<file path="src/rtl/crc16_pkg.sv">
package crc16_pkg;

  // Strobes from the control decoder to the datapath
  typedef struct packed {
    logic loadPreset;  // restart from the preset value
    logic foldWord;    // absorb the data word this cycle
  } ctrlStrobes_t;

endpackage

</file>
<file path="src/rtl/crc16_ctrl.sv">
module crc16_ctrl
  import crc16_pkg::*;
(
  input  logic         init,
  input  logic         valid,
  output ctrlStrobes_t strobes
);

  always_comb begin
    strobes.loadPreset = init;
    strobes.foldWord   = valid;
  end

endmodule

</file>
<file path="src/rtl/crc16_datapath.sv">
module crc16_datapath
  import crc16_pkg::*;
#(
  parameter int                 DATA_W = 16,
  parameter int                 CRC_W  = 16,
  parameter logic [CRC_W-1:0]   POLY   = 16'h1021,
  parameter logic [CRC_W-1:0]   PRESET = 16'hFFFF
) (
  input  logic              clk,
  input  logic              rstN,
  input  ctrlStrobes_t      strobes,
  input  logic [DATA_W-1:0] dataIn,
  output logic [CRC_W-1:0]  crcQ
);

  localparam int STAGES = DATA_W;

  // One serial step: shift left, then apply the mask if feedback is set
  function automatic logic [CRC_W-1:0] bitStep(input logic [CRC_W-1:0] cur,
                                               input logic             dBit);
    logic [CRC_W-1:0] nxt;
    nxt = {cur[CRC_W-2:0], 1'b0};
    if (cur[CRC_W-1] ^ dBit) nxt = nxt ^ POLY;
    return nxt;
  endfunction

  logic [CRC_W-1:0] baseVal;
  logic [CRC_W-1:0] chain [STAGES+1];
  logic [CRC_W-1:0] crcD;
  logic             regEn;

  assign baseVal  = strobes.loadPreset ? PRESET : crcQ;
  assign chain[0] = baseVal;

  // Unrolled chain, most significant data bit enters first
  for (genvar k = 0; k < STAGES; k++) begin : g_step
    assign chain[k+1] = bitStep(chain[k], dataIn[DATA_W-1-k]);
  end

  assign crcD  = strobes.foldWord ? chain[STAGES] : baseVal;
  assign regEn = strobes.foldWord | strobes.loadPreset;

  always_ff @(posedge clk or negedge rstN) begin
    if (!rstN)      crcQ <= PRESET;
    else if (regEn) crcQ <= crcD;
  end

endmodule

</file>
<file path="src/rtl/crc16_engine.sv">
module crc16_engine
  import crc16_pkg::*;
#(
  parameter int                DATA_W = 16,
  parameter int                CRC_W  = 16,
  parameter int                POLY_W = 16,
  parameter logic [POLY_W-1:0] POLY   = 16'h1021,
  parameter logic [CRC_W-1:0]  PRESET = 16'hFFFF
) (
  input  logic              clk,
  input  logic              rstN,
  input  logic              init,
  input  logic              valid,
  input  logic [DATA_W-1:0] dataIn,
  output logic [CRC_W-1:0]  crcOut
);

  // The mask and the register must have the same width
  if (POLY_W != CRC_W) begin : g_width_check
    $error("crc16_engine: POLY_W must equal CRC_W");
  end

  ctrlStrobes_t strobes;

  crc16_ctrl u_ctrl (
    .init    (init),
    .valid   (valid),
    .strobes (strobes)
  );

  crc16_datapath #(
    .DATA_W (DATA_W),
    .CRC_W  (CRC_W),
    .POLY   (CRC_W'(POLY)),
    .PRESET (PRESET)
  ) u_dp (
    .clk     (clk),
    .rstN    (rstN),
    .strobes (strobes),
    .dataIn  (dataIn),
    .crcQ    (crcOut)
  );

endmodule

</file>
<file path="config.mk">
export PLATFORM = sky130hd
export DESIGN_NAME = crc16_engine
export DESIGN_NICKNAME = d
export VERILOG_FILES = /design/src/rtl/crc16_pkg.sv /design/src/rtl/crc16_ctrl.sv /design/src/rtl/crc16_datapath.sv /design/src/rtl/crc16_engine.sv
export SDC_FILE = /design/constraint.sdc
export NUM_CORES = 1
export LEC_CHECK = 0
export CELL_PAD_IN_SITES_DETAIL_PLACEMENT = 1
export CELL_PAD_IN_SITES_GLOBAL_PLACEMENT = 1
export CORE_ASPECT_RATIO = 0.6
export CORE_MARGIN = 8
export CORE_UTILIZATION = 40
export DETAILED_ROUTE_END_ITERATION = 12
export PLACE_DENSITY = 0.85
export SLEW_MARGIN = 20
export SYNTH_ARGS = -nofsm -noshare
export SYNTH_HDL_FRONTEND = slang
export SYNTH_SLANG_ARGS = --single-unit
</file>
<file path="constraint.sdc">
create_clock -name clk -period 5.6 [get_ports clk]
set_clock_uncertainty 0.15 [all_clocks]
set_input_delay 1.68 -clock clk [delete_from_list [all_inputs] [get_ports clk]]
set_output_delay 1.68 -clock clk [all_outputs]
set_load 0.02 [all_outputs]
</file>
==> results.ini <==
[yosys]
ys_top_cells_by_count=xnor2_1, nor2_1, dfstp_2
synth-edff-count=0
synth-main-ff-cell=dfstp_2
yosysTopAreaCell=dfstp_2
synth_top_family_by_area=XOR/XNOR gates
synthCells=134
synth_compound_area_share_pct=2.68
synth_nets=154
syn-mean-instance-area_sq_um=11.2
async_flop_share_pct=100
synth_warnings=0
yosysTopAreaCellShare_pct=28.1
synth-simple-area-share_pct=13.9
yosysSeqAreaShare_pct=28.1
synth_mux_area_share_pct=4.35
synth.distinct_cells=26
yosys.cell_count.top_type=xnor2_1
ys_top_cells_by_area=dfstp_2, xnor2_1, xnor3_1
synthXorXnorAreaFrac_pct=49.3
ys_seq_elements=16
syn_area_sq_um=1500
synthAdderAreaFrac_pct=0

[cells_and_area]
layout-drive-gt1-share_pct=23.8
final_nets=190
area_growth_syn_to_layout_pct=29.2
antennaDiodeCount=0
largest_register_ff_count=16
reg.largest.list=u_dp.crcQ (16)
final_cells=215
regMostFlops=u_dp.crcQ

[clock_network]
root_buffer=clkbuf_8
clk-insertion-delay-late_ns=0.25
post-cts-setup-buffers=0
clkSlewWorstSetupHoldPaths_ns=0.06
cts_htree_levels=1
cts_resized=0
cts_tree=built
cts_buffer_depth=2
cts_buffers=3
cts_sinks=16
ctsHoldBuffers=0

[placed_design]
io_buffers=35
dp_cells=212
gp_congestion=0.827
dp_hpwl_microns=3150

[routing]
ant_nets=0
drt_wl_total_microns=3870
drcViolationCount=0
wl_per_cell_microns=18.0
vias=1056
vias_per_cell=4.91
drtIter0Drc=38
dr.pass1.iters=4

[setup_path]
reg2reg_from=u_dp.crcQ[14]
reg2reg_to=u_dp.crcQ[7]
r2r_slack_ns=3.32
crit_path_end_kind=register
path_class=in2reg
worstPathArrival_ns=4.16
reg2reg_depth=6
critPathRequiredTime_ns=5.62
crit_path_start_kind=primary input
critPathMaxFanout=19

[status]
status=finished, final reports clean

[min_path]
min_to=u_dp.crcQ[11]
hp-class=reg2reg
min-delay-start=u_dp.crcQ[11]
whs_path_depth=2

[sta]
setup_viol=0
max_freq_mhz=242
hold_viol_final=0
drv_slew=0
worst_pin_slew_ns=0.901
slew_headroom_pct=39.7
finalCriticalPeriod_ns=4.14
period_share_pct=73.9
rsz0062_at_grt=no
tns_ns=0

[floorplan]
fp-row-count=17
die_w_microns=95.0
core_sq_um=3640
die_y_microns=63.4
dieArea_sq_um=6020
initial_utilization_pct=41.1
ios=36

[grt]
grtUsageTotal_pct=13.6
grt_pass1_wl_microns=6330
gr-total-overflow=0
grt_pass1_vias=1196
grt_max_degree=25
antenna_found_initial=0

[power]
peakVddDrop_mv=0.285
p_per_area_nw_per_um2=657
p_leak_nw=0.804

[job]
drv_cap=0

## power by group
part | internal (mW) | leakage, nW | switching (mW)
Sequential | 0.217 | 0.169 | 0.0603
Combinational | 0.483 | 0.613 | 0.421
Clock | 0.0477 | 0.0216 | 0.0405
Total | 0.747 | 0.804 | 0.522
## worst max path at each step
stage / end / start
after floorplan: u_dp.crcQ[12] / init
after global placement: u_dp.crcQ[7] / init
after detailed placement: u_dp.crcQ[7] / init
after CTS: u_dp.crcQ[7] / init
after global routing: u_dp.crcQ[7] / init
final: u_dp.crcQ[7] / init
## cells by family (layout without fill, tap and decap cells)
kind of cell	after synthesis	in the layout
multiplexers	6	6
XOR/XNOR	55	55
AND/OR/NAND/NOR	43	43
flip-flops	16	16
buffers and inverters	6	40
AO/OA/AOI/OAI	8	8
## per-layer routing
metal,vias to the layer above,track usage (%),wire (microns)
met3,2,4.49,264
met1,521,17.4,1830
met5,-,0,0
met4,0,2.51,7
li1,505,-,-
met2,28,21.7,1760
## worst max-delay path, stage by stage
cell and delay (ns):
clkdlybuf4s50_1 1.03, nor2_1 0.15, xor2_1 0.21, xnor3_2 0.34
xnor2_2 0.30, mux2i_1 0.29, xnor2_1 0.16
## layout by cell type (no fill, tap or decap)
cell type,instances
xnor3_2,1
or2_1,1
mux2i_1,5
xnor3_1,8
a21oi_1,8
dfstp_2,16
nor2_1,20
xnor3_4,1
nand2_1,5
clkdlybuf4s50_1,35
xor2_1,6
and2_1,1
nor2_4,2
clkbuf_8,3
inv_1,1
nor2_2,1
or2_0,2
nand2b_2,1
mux2_4,1
nor3_1,9
xor3_2,1
xor3_1,1
buf_4,1
xnor2_2,10
or2_2,1
xor2_2,1
xnor2_1,26
## area by class of cell
cell class / count / area [sq um]
multi-input cells: 112 / 1050
flip-flops and latches: 16 / 420
inverters: 1 / 3.75
well taps: 47 / 58.8
clock buffers: 3 / 41.3
fillers: 404 / 1700
repair buffers: 36 / 358
## metrics by stage
stage               hold slack, ns  setup WS, ns  util (%)  instance area [sq um]  total power [mW]
floorplan                    0.427          2.29         -                   1500             0.946
global placement             0.392          1.30      52.0                   1890              1.16
detailed placement           0.414          1.23      52.0                   1890              1.19
CTS                          0.422          1.48      53.1                   1930              1.29
global route                 0.445          1.31      53.1                   1930              1.36
finish                       0.426          1.46      53.1                   1930              1.27
(Power assumes the default switching activity.)
